### src/rtl/lcd_scan_pkg.sv
package lcd_scan_pkg;
  localparam int FIELD_W = 8;   // width of line number and compare field
  localparam int WORD_W  = 16;
  localparam int NUM_IRQ = 3;
  // interrupt/enable index; also the order of enable bits 3..5
  localparam int IRQ_VB  = 0;
  localparam int IRQ_HB  = 1;
  localparam int IRQ_LN  = 2;
  localparam int EN_LSB  = 3;
  localparam int CMP_LSB = 8;

  typedef enum logic {
    SEL_STATUS = 1'b0,
    SEL_LINE   = 1'b1
  } reg_sel_e;
endpackage

### src/rtl/lcd_scan_counter.sv
module lcd_scan_counter #(
  parameter int H_ACTIVE = 240,
  parameter int H_TOTAL  = 308,
  parameter int V_ACTIVE = 160,
  parameter int V_TOTAL  = 228,
  parameter int DOT_W    = 9,
  parameter int LINE_W   = 8
) (
  input  logic              clk,
  input  logic              rst,
  input  logic              dot_en,
  output logic [DOT_W-1:0]  dot_q,
  output logic [LINE_W-1:0] line_q,
  output logic [LINE_W-1:0] line_nxt,
  output logic              hblank_q,
  output logic              vblank_q,
  output logic              h_evt,
  output logic              v_evt
);
  logic [DOT_W-1:0] dot_nxt;
  logic dot_last, line_last;

  always_comb begin
    dot_last  = (dot_q == DOT_W'(H_TOTAL - 1));
    line_last = (line_q == LINE_W'(V_TOTAL - 1));
    dot_nxt   = dot_q;
    line_nxt  = line_q;
    if (dot_en) begin
      dot_nxt = dot_last ? '0 : dot_q + 1'b1;
      if (dot_last) line_nxt = line_last ? '0 : line_q + 1'b1;
    end
    h_evt = dot_en && (dot_q == DOT_W'(H_ACTIVE - 1));
    v_evt = dot_en && dot_last && (line_q == LINE_W'(V_ACTIVE - 1));
  end

  always_ff @(posedge clk) begin
    if (rst) begin
      dot_q    <= '0;
      line_q   <= '0;
      hblank_q <= 1'b0;
      vblank_q <= 1'b0;
    end else begin
      dot_q    <= dot_nxt;
      line_q   <= line_nxt;
      hblank_q <= (dot_nxt >= DOT_W'(H_ACTIVE));
      vblank_q <= (line_nxt >= LINE_W'(V_ACTIVE));
    end
  end
endmodule

### src/rtl/lcd_line_match.sv
module lcd_line_match #(
  parameter int LINE_W = 8
) (
  input  logic              clk,
  input  logic              rst,
  input  logic [LINE_W-1:0] line_nxt,
  input  logic [LINE_W-1:0] cmp_nxt,
  output logic              match_q,
  output logic              rise_evt
);
  logic match_d;

  always_comb begin
    match_d  = (line_nxt == cmp_nxt);
    rise_evt = match_d && !match_q;
  end

  always_ff @(posedge clk) begin
    if (rst) match_q <= 1'b0;
    else     match_q <= match_d;
  end
endmodule

### src/rtl/lcd_irq_pulse.sv
module lcd_irq_pulse #(
  parameter int N = 3
) (
  input  logic         clk,
  input  logic         rst,
  input  logic [N-1:0] evt,
  input  logic [N-1:0] en,
  output logic [N-1:0] irq_q
);
  for (genvar i = 0; i < N; i++) begin : g_src
    always_ff @(posedge clk) begin
      if (rst) irq_q[i] <= 1'b0;
      else     irq_q[i] <= evt[i] & en[i];
    end
  end
endmodule

### src/rtl/lcd_scan_regs.sv
module lcd_scan_regs
  import lcd_scan_pkg::*;
#(
  parameter int LINE_W = FIELD_W
) (
  input  logic              clk,
  input  logic              rst,
  input  logic              wr,
  input  logic              sel,
  input  logic [WORD_W-1:0] wdata,
  input  logic              vblank_q,
  input  logic              hblank_q,
  input  logic              match_q,
  input  logic [LINE_W-1:0] line_q,
  output logic [LINE_W-1:0] cmp_q,
  output logic [LINE_W-1:0] cmp_nxt,
  output logic [NUM_IRQ-1:0] en_q,
  output logic [WORD_W-1:0] rdata
);
  logic wr_hit;
  logic [NUM_IRQ-1:0] en_nxt;
  logic [WORD_W-1:0] status_w, line_w;

  always_comb begin
    wr_hit  = wr && (reg_sel_e'(sel) == SEL_STATUS);
    cmp_nxt = wr_hit ? wdata[CMP_LSB +: LINE_W] : cmp_q;
    en_nxt  = wr_hit ? wdata[EN_LSB +: NUM_IRQ] : en_q;
    status_w = {cmp_q, 2'b00, en_q, match_q, hblank_q, vblank_q};
    line_w   = {{(WORD_W-LINE_W){1'b0}}, line_q};
  end

  always_ff @(posedge clk) begin
    if (rst) begin
      cmp_q <= '0;
      en_q  <= '0;
      rdata <= '0;
    end else begin
      cmp_q <= cmp_nxt;
      en_q  <= en_nxt;
      rdata <= (reg_sel_e'(sel) == SEL_LINE) ? line_w : status_w;
    end
  end
endmodule

### src/rtl/lcd_scan_timer.sv
module lcd_scan_timer
  import lcd_scan_pkg::*;
#(
  parameter int H_ACTIVE = 240,
  parameter int H_TOTAL  = 308,
  parameter int V_ACTIVE = 160,
  parameter int V_TOTAL  = 228
) (
  input  logic        clk,
  input  logic        rst,
  input  logic        dot_en,
  input  logic        reg_wr,
  input  logic        reg_sel,
  input  logic [15:0] reg_wdata,
  output logic [15:0] reg_rdata,
  output logic        vblank,
  output logic        hblank,
  output logic        irq_vblank,
  output logic        irq_hblank,
  output logic        irq_line
);
  localparam int DOT_W  = $clog2(H_TOTAL);
  localparam int LINE_W = FIELD_W;

  logic [DOT_W-1:0]   dot_q;
  logic [LINE_W-1:0]  line_q, line_nxt, cmp_q, cmp_nxt;
  logic               hblank_q, vblank_q, h_evt, v_evt, match_q, rise_evt;
  logic [NUM_IRQ-1:0] en_q, evt, irq_q;

  lcd_scan_counter #(
    .H_ACTIVE(H_ACTIVE), .H_TOTAL(H_TOTAL),
    .V_ACTIVE(V_ACTIVE), .V_TOTAL(V_TOTAL),
    .DOT_W(DOT_W), .LINE_W(LINE_W)
  ) cnt_i (
    .clk(clk), .rst(rst), .dot_en(dot_en),
    .dot_q(dot_q), .line_q(line_q), .line_nxt(line_nxt),
    .hblank_q(hblank_q), .vblank_q(vblank_q),
    .h_evt(h_evt), .v_evt(v_evt)
  );

  lcd_scan_regs #(.LINE_W(LINE_W)) regs_i (
    .clk(clk), .rst(rst), .wr(reg_wr), .sel(reg_sel), .wdata(reg_wdata),
    .vblank_q(vblank_q), .hblank_q(hblank_q), .match_q(match_q),
    .line_q(line_q), .cmp_q(cmp_q), .cmp_nxt(cmp_nxt), .en_q(en_q),
    .rdata(reg_rdata)
  );

  lcd_line_match #(.LINE_W(LINE_W)) match_i (
    .clk(clk), .rst(rst), .line_nxt(line_nxt), .cmp_nxt(cmp_nxt),
    .match_q(match_q), .rise_evt(rise_evt)
  );

  always_comb begin
    evt         = '0;
    evt[IRQ_VB] = v_evt;
    evt[IRQ_HB] = h_evt;
    evt[IRQ_LN] = rise_evt;
  end

  lcd_irq_pulse #(.N(NUM_IRQ)) irq_i (
    .clk(clk), .rst(rst), .evt(evt), .en(en_q), .irq_q(irq_q)
  );

  assign vblank     = vblank_q;
  assign hblank     = hblank_q;
  assign irq_vblank = irq_q[IRQ_VB];
  assign irq_hblank = irq_q[IRQ_HB];
  assign irq_line   = irq_q[IRQ_LN];
endmodule

### config.mk
export PLATFORM = sky130hd
export DESIGN_NAME = lcd_scan_timer
export DESIGN_NICKNAME = d
export VERILOG_FILES = /design/src/rtl/lcd_scan_pkg.sv /design/src/rtl/lcd_scan_counter.sv /design/src/rtl/lcd_line_match.sv /design/src/rtl/lcd_irq_pulse.sv /design/src/rtl/lcd_scan_regs.sv /design/src/rtl/lcd_scan_timer.sv
export SDC_FILE = /design/constraint.sdc
export NUM_CORES = 1
export LEC_CHECK = 0
export BUFFER_PORTS_ARGS = -buffer_cell sky130_fd_sc_hd__buf_4
export CAP_MARGIN = 20
export CORE_ASPECT_RATIO = 0.75
export CORE_MARGIN = 2
export CORE_UTILIZATION = 40
export CTS_CLUSTER_SIZE = 24
export DETAILED_ROUTE_END_ITERATION = 10
export PLACE_DENSITY = 0.62
export SLEW_MARGIN = 20
export SYNTH_ARGS = -nofsm -noshare
export SYNTH_HDL_FRONTEND = slang
export SYNTH_SLANG_ARGS = --single-unit
### constraint.sdc
create_clock -name clk -period 4.5 [get_ports clk]
set_clock_uncertainty 0.2 [all_clocks]
set_input_delay 0.45 -clock clk [delete_from_list [all_inputs] [get_ports clk]]
set_output_delay 0.45 -clock clk [all_outputs]
set_load 0.01 [all_outputs]
# ---- After elaboration in Yosys (flattened, before gate mapping)
# Cells that the tools add are included.
dict set report word_totals {
  latch_bits 0
  mem_bits_ro 0
  regBits 50
  memories 0
  out_inout_bits 21
  ram_bits 0
}
dict set report op_classes {
  bitwise 4
  magnitude_cmp 2
  reduce_logical 8
  muxes 7
  mul 0
  n_eq_ne 5
  div_mod_pow 0
  add_sub_neg 2
  shift 0
}
# cell n
set ops {}
lappend ops {{2-to-1 mux 8 bit} 4}
lappend ops {{2-to-1 mux 9 bit} 2}
lappend ops {{equality test 8 bit, second input constant} 2}
lappend ops {{adder 9 x 1 -> 9 bit, second input constant} 1}
lappend ops {{equality test 9 x 8 -> 1 bit, second input constant} 1}
lappend ops {{equality test 9 bit, second input constant} 1}
lappend ops {{greater-or-equal comparator 9 x 8 -> 1 bit, second input constant} 1}
lappend ops {{adder 8 x 1 -> 8 bit, second input constant} 1}
lappend ops {{equality test 8 bit} 1}
lappend ops {{greater-or-equal comparator 8 bit, second input constant} 1}
lappend ops {{2-to-1 mux 6 bit} 1}
lappend ops {{logical AND 1 bit} 5}
lappend ops {{OR reduction 2 bit} 2}
lappend ops {{AND 1 bit} 3}
lappend ops {{logical NOT 1 bit} 1}
lappend ops {{NOT 1 bit} 1}

# ---- Logic depth before layout (Yosys ltp)
# Gate-level depths: netlist of the first run.
dict set report logic_depth {
  word_depth 7
  depth_mapped 9
}

# ---- Modules after synthesis
# A second synthesis of the first run with hierarchy kept.
dict set report hier_totals {
  cells_unflattened 231
  area_unflattened_um2 2319.7
}
# mod cells_per_inst seq_area_each_um2 area_each_um2 instances
set modules_own_cells {}
lappend modules_own_cells {lcd_scan_regs 100 540.5 1161.1 1}
lappend modules_own_cells {lcd_scan_counter 111 380.4 955.9 1}
lappend modules_own_cells {lcd_line_match 14 20.0 116.4 1}
lappend modules_own_cells {lcd_irq_pulse 6 60.1 86.3 1}

# ---- Worst setup path before layout of the first run
# Ideal clock, no wire load.
dict set report synth_timing {
  path_kind {reg2reg}
  from {reg cnt_i.dot_q[0]}
  to {reg irq_i.irq_q[2]}
  setup_ps 92
  setup_slack_ps 2377
  required_ps 4208
  path_stages_with_launch 10
  arrival_ps 1831
  n_path_buf 2
  synth_period_minus_slack_ps 2123
  cell_sequence {dfxtp_1 > ha_1 > and2_1 > buf_2 > nand3_4 > buf_8 > mux2i_1 > xor2_1 > or3_1 > nor4_1}
}
dict set report synth_between {
  elab_chain_cells 6
}
# item line
set synth_rtl {}
lappend synth_rtl {{start, declared} lcd_scan_counter.sv:12} ;# output logic [DOT_W-1:0] dot_q,
lappend synth_rtl {{start signal, assigned} lcd_scan_counter.sv:43} ;# dot_q <= dot_nxt;
lappend synth_rtl {{equality test 9 bit} lcd_scan_counter.sv:24} ;# dot_last = (dot_q == DOT_W'(H_TOTAL - 1));
lappend synth_rtl {{2-to-1 mux 8 bit} lcd_scan_counter.sv:30} ;# if (dot_last) line_nxt = line_last ? '0 : line_q + 1'b1;
lappend synth_rtl {{2-to-1 mux 8 bit} lcd_scan_counter.sv:28} ;# if (dot_en) begin
lappend synth_rtl {{equality test 8 bit} lcd_line_match.sv:14} ;# match_d = (line_nxt == cmp_nxt);
lappend synth_rtl {{logical AND 1 bit} lcd_line_match.sv:15} ;# rise_evt = match_d && !match_q;
lappend synth_rtl {{AND 1 bit} lcd_irq_pulse.sv:13} ;# else irq_q[i] <= evt[i] & en[i];
lappend synth_rtl {{end signal, assigned by index} lcd_irq_pulse.sv:13}
lappend synth_rtl {{end, declared} lcd_irq_pulse.sv:8} ;# output logic [N-1:0] irq_q
# No other way between the ends.
# A chain may end at the register's enable or synchronous reset.

# ---- Worst setup path after layout of the first run
dict set report layout_timing {
  from {in reg_sel}
  to {reg irq_i.irq_q[2]}
}
dict set report layout_between {
  elab_chain_cells 6
}
# item line
set layout_rtl {}
lappend layout_rtl {{start, declared} lcd_scan_timer.sv:13} ;# input logic reg_sel,
lappend layout_rtl {{NOT 1 bit (no source line)} -}
lappend layout_rtl {{logical AND 1 bit} lcd_scan_regs.sv:25} ;# wr_hit = wr && (reg_sel_e'(sel) == SEL_STATUS);
lappend layout_rtl {{2-to-1 mux 8 bit} lcd_scan_regs.sv:26} ;# cmp_nxt = wr_hit ? wdata[CMP_LSB +: LINE_W] : cmp_q;
lappend layout_rtl {{equality test 8 bit} lcd_line_match.sv:14}
lappend layout_rtl {{logical AND 1 bit} lcd_line_match.sv:15}
lappend layout_rtl {{AND 1 bit} lcd_irq_pulse.sv:13}
# No other way between the ends.

==> flow_summary.json, run 1 <==
{
  "cts_max_path_buffers": 2,
  "drt-wirelength-per-cell_um": 12.3,
  "synth_seq_cells": 50,
  "rows": 23,
  "drcViolationCount": 0,
  "worst_path_max_delay_cell": "and2b_1",
  "numPortBuffers": 36,
  "critical-path-top-delay-family": "simple AND/OR/NAND/NOR gates",
  "hpwlAfterDp_um": 3110,
  "synth_enable_flop_cells": 0,
  "dieWidth_um": 89.7,
  "critical_path_buf_inv_count": 1,
  "clkSlewWorstSetupHoldPaths_ps": 90,
  "post_cts_resized": 0,
  "worst-slew-pin-transition_ps": 619,
  "p_leak_nw": 1.06,
  "grt_remaining_overflow": 0,
  "mappedNetlistArea_um2": 2200,
  "floorplan.initialDensity": 0.414,
  "period_share": 0.529,
  "synth_compound_gate_area_share": 0.0761,
  "globalRoute.busiestLayer": "met2",
  "globalRouteMet2Util": 0.223,
  "arrival_time_of_data_at_the_critical_path_endpoint_ps": 2350,
  "dieHeight_um": 68.3,
  "antenna_violating_nets_post_route": 0,
  "power_density_nw_per_um2": 297,
  "ff2ff_setup_slack_ps": 2120,
  "finalWirelength_um": 4270,
  "grt_use_total": 0.148,
  "detailedRoute.firstIterationViolations": 43,
  "maxSlewViolCount": 0,
  "viasPerCell": 4.91,
  "area_delta_synth_final_pct": 17.4,
  "yosysWarnings": 0,
  "tritoncts": "built",
  "tritoncts.num_buffers": 5,
  "synth.net_count": 265,
  "detailedRoute.firstPassIterationCount": 4,
  "critical_register_to_register_path_startpoint": "cnt_i.dot_q[0]",
  "die_area_um2": 6120,
  "final-setup-viol-count": 0,
  "cts-hold-fix-buffers": 0,
  "clock_sinks": 50,
  "grt_setup_unrepaired": "false",
  "number_of_antenna_violations_at_the_first_check_in_global_routing": 0,
  "regArea_um2": 1000,
  "critPathRequiredTime_ps": 4470,
  "hold_path_depth": 3,
  "critical_path.startpoint_type": "primary input",
  "synthXorXnorAreaFrac": 0.0477,
  "max-slew-margin-rel": 0.588,
  "io_pins": 42,
  "diodes": 0,
  "fin_hold_ws_ps": 202,
  "cap_violations": 0,
  "clkLatencyLatePin_ps": 290,
  "setup_total_negative_slack_ps": 0,
  "synth_fa_ha_area_frac": 0.0170,
  "post_cts_buffers": 0,
  "synth_top_family_by_area": "simple AND/OR/NAND/NOR gates",
  "critical_path_class": "primary input to register",
  "critPathMaxStageDelay_ps": 600,
  "crit_path_max_fanout": 13,
  "final_layout_net_count": 296,
  "fin_total_pwr_uw": 768,
  "timing.critical_path.to_type": "register",
  "synthesis.instances": 241,
  "groute.layer.met3.usage": 0.0374,
  "synth_top_flop_cell": "dfxtp_1",
  "multi_input_area_um2": 1130,
  "hold_path_sink": "regs_i.en_q[1]",
  "grt_first_pass_wirelength_um": 7150,
  "vias": 1704,
  "worst_ir_drop_vdd_mv": 0.131,
  "min_path_type": "primary input to register",
  "gp_congestion": 0.819,
  "synth.avg_cell_area_um2": 9.14,
  "rr_worst_depth": 7,
  "groute.layer.met1.usage": 0.209,
  "ys_async_rst_share": 0,
  "yosys.area_share.simple": 0.302,
  "fillCellCount": 540,
  "timing.final.crit_period_ps": 2380,
  "drive_gt1_frac": 0.173,
  "grt_pass1_vias": 1487,
  "min_from": "reg_wdata[4]",
  "cts_htree_levels": 2,
  "run_status": "finished clean",
  "synth.yosys.seq_area_share": 0.454,
  "critical_path.cell_chain": "buf_4, and2b_1, a21oi_1, or2_2, nor4b_1, o311ai_1, nor4_1",
  "ctsRootBufferMaster": "clkbuf_8",
  "synth.mux.area_fraction": 0.0727,
  "worstReg2RegEnd": "irq_i.irq_q[2]",
  "max_freq_ghz": 0.420,
  "grt_max_degree": 35,
  "finalHoldViolCount": 0,
  "synth.lib_cells_used.distinct": 43,
  "placeableCoreArea_um2": 5320
}
[power by group]
group / switching (mW) / leakage, nW / internal [mW]
Combinational: 0.0334 / 0.606 / 0.0298
Sequential: 0.00624 / 0.405 / 0.452
Clock: 0.139 / 0.0444 / 0.108
Total: 0.179 / 1.06 / 0.590
[area by class of cell]
| class | count | share of cell area |
|---|---|---|
| repair buffers | 36 | 0.104 |
| clock buffers | 5 | 0.0266 |
| inverters | 1 | 0.00145 |
| clock inverters | 2 | 0.00532 |
| multi-input cells | 178 | 0.439 |
| flip-flops and latches | 50 | 0.387 |
| well taps | 75 | 0.0363 |
[cells in the mapped netlist, drive strengths merged (3+ instances only)]
master / number / share of area
buf: 6 / 0.018
dfxtp: 50 / 0.45
a21oi: 13 / 0.030
clkbuf: 6 / 0.011
and3: 6 / 0.017
xnor2: 6 / 0.024
nor3: 8 / 0.018
nand2: 16 / 0.027
nand3: 7 / 0.022
nor2b: 4 / 0.011
and2: 11 / 0.031
ha: 3 / 0.017
and4: 3 / 0.012
nand2b: 7 / 0.020
nor2: 32 / 0.055
a31oi: 3 / 0.0085
o21ai: 6 / 0.014
or3: 3 / 0.0085
mux2i: 16 / 0.073
xor2: 6 / 0.024
nand4: 5 / 0.014
[logic make-up (layout without fill, tap and decap cells)]
kind of cell	count (synthesis)	in the layout
xor+xnor	12	12
fa+ha+maj	3	3
compound gates	29	29
flops	50	50
buf+inv	13	44
mux	16	16
simple gates	118	118
[routing by layer]
metal | up-vias | share of wire
met5 | - | 0
met2 | 32 | 0.42
met4 | 0 | 0.0070
met1 | 765 | 0.53
li1 | 905 | -
met3 | 2 | 0.040
[per-stage QoR]
step	util	std cells	worst slack [ps]	area, µm²
5_1_grt	0.486	347	2000	2590
4_1_cts	0.486	347	2100	2590
6_report	0.486	347	2120	2590
3_5_place_dp	0.470	340	1770	2500
2_1_floorplan	-	241	2380	2200
3_3_place_gp	0.470	340	1790	2500
[worst max path at each step]
stage	from	to	slack, ps	cells past startpoint
6_report	reg_sel	irq_i.irq_q[2]	2120	7
5_1_grt	cnt_i.dot_q[0]	irq_i.irq_q[2]	2000	7
4_1_cts	cnt_i.dot_q[0]	irq_i.irq_q[2]	2100	7
3_5_place_dp	reg_sel	irq_i.irq_q[2]	1770	7
3_3_place_gp	reg_sel	irq_i.irq_q[2]	1790	7
2_1_floorplan	cnt_i.dot_q[0]	irq_i.irq_q[2]	2380	9
[state kept, by name, indices dropped and copies added (netlist names)]
register         cells
cnt_i.dot_q          9
cnt_i.hblank_q       1
cnt_i.line_q         8
cnt_i.vblank_q       1
irq_i.irq_q          3
match_i.match_q      1
regs_i.cmp_q         8
regs_i.en_q          3
regs_i.rdata        16
[layout by cell type, fill, tap and decap left out, types with 2 or more instances in the layout]
| master | instances |
|---|---|
| clkbuf_8 | 5 |
| nand3_1 | 6 |
| and3_1 | 6 |
| nand2b_1 | 7 |
| nor3_1 | 8 |
| and2_1 | 11 |
| nor4_1 | 2 |
| or3_1 | 3 |
| xnor2_1 | 6 |
| nand2_1 | 16 |
| nor2b_1 | 4 |
| nand4_1 | 5 |
| a21oi_1 | 13 |
| o21ai_0 | 6 |
| and4_1 | 3 |
| buf_4 | 36 |
| o31ai_1 | 2 |
| a31oi_1 | 3 |
| xor2_1 | 6 |
| mux2i_1 | 16 |
| nor2_1 | 32 |
| nor4bb_1 | 2 |
| dfxtp_1 | 50 |
| ha_1 | 3 |
| nor4b_1 | 2 |
| or4_1 | 2 |
[worst register-to-register path, cell delays in order (launching register included)]
cell      delay (ps)
dfxtp_1          380
ha_1             170
and2_1           290
nand3_4          210
and2_1           240
or4_1            520
o311ai_1         140
nor4_1           120
Power figures use the tool's default switching activity.
==> run 2: changes to the inputs <==
PLACE_DENSITY = 0.64   (was 0.62)
clock period = 2.04 ns   (was 4.5 ns; I/O delays follow)
==> run 2 against run 1 <==
Compared with the run above: the flow now finishes with violations (negative setup slack); power is 130% higher; non-clock buffer count is 42 higher; largest power group unchanged; register-to-register slack worse by 2200 ps; critical endpoint unchanged; highest routed layer unchanged; die area stayed put; sequential share of layout area is 5.3 points lower; combinational power grew to 2.9 times the previous value; global-route usage is 2.5 points higher; sequential cell count stayed put.
==> flow_summary.json, run 2 (synthesis gave the netlist of run 1 again) <==
{
  "cts_htree_levels": 2,
  "tritoncts.num_buffers": 5,
  "placedInstanceArea_um2": 2780,
  "largest_register_ff_count": 16,
  "detailedRoute.firstIterationViolations": 73,
  "hpwlAfterDp_um": 3650,
  "tritoncts": "built",
  "critical_path.cell_chain": "and4bb_4, nand3_4, mux2i_4, xor2_1, or3_4, nor4_2",
  "area_delta_synth_final_pct": 36.7,
  "multi_input_area_um2": 1230,
  "cts_max_path_buffers": 2,
  "dieHeight_um": 68.3,
  "dieWidth_um": 89.7,
  "regArea_um2": 1010,
  "critical_path_class": "register to register",
  "run_status": "complete, but fails checks",
  "p_seq_frac": 0.581,
  "largest_regs": "regs_i.rdata: 16 flops, cnt_i.dot_q: 9 flops",
  "grt_use_total": 0.173,
  "critical_register_to_register_path_startpoint": "cnt_i.dot_q[7]",
  "worstReg2RegEnd": "irq_i.irq_q[2]",
  "max_freq_ghz": 0.479,
  "post_cts_buffers": 0,
  "power_density_nw_per_um2": 578,
  "antenna_violating_nets_post_route": 0,
  "total_switching_power_uw": 409,
  "floorplan.initialDensity": 0.414,
  "critPathMaxStageDelay_ps": 390,
  "finalCoreUtilization": 0.566,
  "arrival_time_of_data_at_the_critical_path_endpoint_ps": 2100,
  "drt-wirelength-per-cell_um": 12.8,
  "period_share": 1.02,
  "die_area_um2": 6120,
  "layout.cells.most_common_list": "buf_4, dfxtp_1, nor2_1",
  "ctsRootBufferMaster": "clkbuf_8",
  "clkSlewWorstSetupHoldPaths_ps": 90,
  "worst_ir_drop_vdd_mv": 0.309,
  "finalWirelength_um": 4970,
  "worst-slew-pin-transition_ps": 454,
  "critical_path.startpoint_type": "register",
  "fin_total_pwr_mw": 1.74,
  "internal_power_mw": 1.33,
  "grt_remaining_overflow": 0,
  "combPwrFrac": 0.106,
  "hold_path_depth": 3,
  "ff2ff_setup_slack_ps": -50,
  "min_path_type": "primary input to register",
  "grt_first_pass_wirelength_um": 8490,
  "maxSlewViolCount": 0,
  "timing.critical_path.to_type": "register",
  "numPortBuffers": 36,
  "rr_worst_depth": 6,
  "fin_hold_ws_ps": 14.3,
  "final_critical_path_setup_slack_ps": -48.7,
  "drcViolationCount": 0,
  "grt_setup_unrepaired": "true",
  "p_leak_nw": 1.26,
  "regMostFlops": "regs_i.rdata",
  "detailedRoute.firstPassIterationCount": 4,
  "p_sw_frac": 0.235,
  "hold_path_sink": "regs_i.cmp_q[2]",
  "placed_cells_incl_taps": 376,
  "clkLatencyLatePin_ps": 290,
  "final-setup-viol-count": 2,
  "fillCellCount": 501,
  "final_cell_count_no_fill": 389,
  "placeableCoreArea_um2": 5320,
  "setup_total_negative_slack_ps": -86.0,
  "number_of_antenna_violations_at_the_first_check_in_global_routing": 0,
  "clkPwrFrac": 0.314,
  "critPathRequiredTime_ps": 2050,
  "timing.final.crit_period_ps": 2090,
  "rows": 23,
  "drive_gt1_frac": 0.325,
  "crit_path_max_fanout": 5,
  "grt_max_degree": 35,
  "grt_pass1_vias": 1860,
  "io_pins": 42,
  "vias": 1908,
  "place_worst_setup_slack_ps": -61.5,
  "max-slew-margin-rel": 0.697,
  "finalHoldViolCount": 0,
  "min_from": "reg_wdata[10]",
  "worst_path_max_delay_cell": "or3_4",
  "gp_congestion": 0.810,
  "layout.cell_area.non_filler_um2": 3010,
  "final_layout_net_count": 338,
  "viasPerCell": 4.90,
  "diodes": 0,
  "cap_violations": 0,
  "most_common_cell_after_layout_fill_and_taps_aside": "buf_4",
  "clock_sinks": 50,
  "failed_checks": "negative setup slack"
}
[run 2: cell count changes in the layout (fill, tap and decap cells not counted), sizes merged]
cell | previous run | this run
clkinvlp | 0 | 1
dlygate4sd3 | 0 | 6
clkbuf | 5 | 6
inv | 2 | 1
buf | 36 | 72
clkinv | 1 | 0
[run 2: worst max-delay path: cells and delay by family (launching register included)]
kind | cells | cell delay, ps
and+or+nand+nor | 4 | 1120
xor gates and xnor gates | 1 | 150
DFF | 1 | 320
muxes | 1 | 220
[run 2: what timing repair did]
item	4_1_cts	5_1_grt
resized for setup	4	16
gates cloned	0	0
endpoints found under the hold margin	6	0
hold buffers	6	0
pin swaps	3	5
setup endpoints to repair	2	3
[run 2: layout make-up]
class	instances	area share
multi-input cells	178	0.407
flip-flops and latches	50	0.334
repair buffers	78	0.199
well taps	75	0.0311
clock buffers	6	0.0241
clock inverters	1	0.00249
inverters	1	0.00125
[run 2: metal layers]
| layer | wire (µm) | global-route usage |
|---|---|---|
| met5 | 0 | 0 |
| met3 | 191 | 0.0385 |
| met1 | 2700 | 0.244 |
| met2 | 2070 | 0.275 |
| met4 | 10 | 0.0404 |
[run 2: power by group through the flow]
stage | clock, mW | sequential [mW] | combinational [mW]
3_3_place_gp | 0 | 1.03 | 0.162
2_1_floorplan | 0 | 1.03 | 0.0883
6_report | 0.546 | 1.01 | 0.184
5_1_grt | 0.603 | 1.01 | 0.205
4_1_cts | 0.568 | 1.01 | 0.175
3_5_place_dp | 0 | 1.03 | 0.164
[run 2: worst max path at each step]
stage,start,to,slack [ps],depth (start not counted)
2_1_floorplan,cnt_i.dot_q[4],irq_i.irq_q[2],2,8
3_3_place_gp,cnt_i.dot_q[1],irq_i.irq_q[2],-20,7
3_5_place_dp,cnt_i.line_q[2],irq_i.irq_q[2],-60,6
4_1_cts,cnt_i.dot_q[7],irq_i.irq_q[2],-50,6
5_1_grt,cnt_i.dot_q[0],match_i.match_q,-140,9
6_report,cnt_i.dot_q[7],irq_i.irq_q[2],-50,6
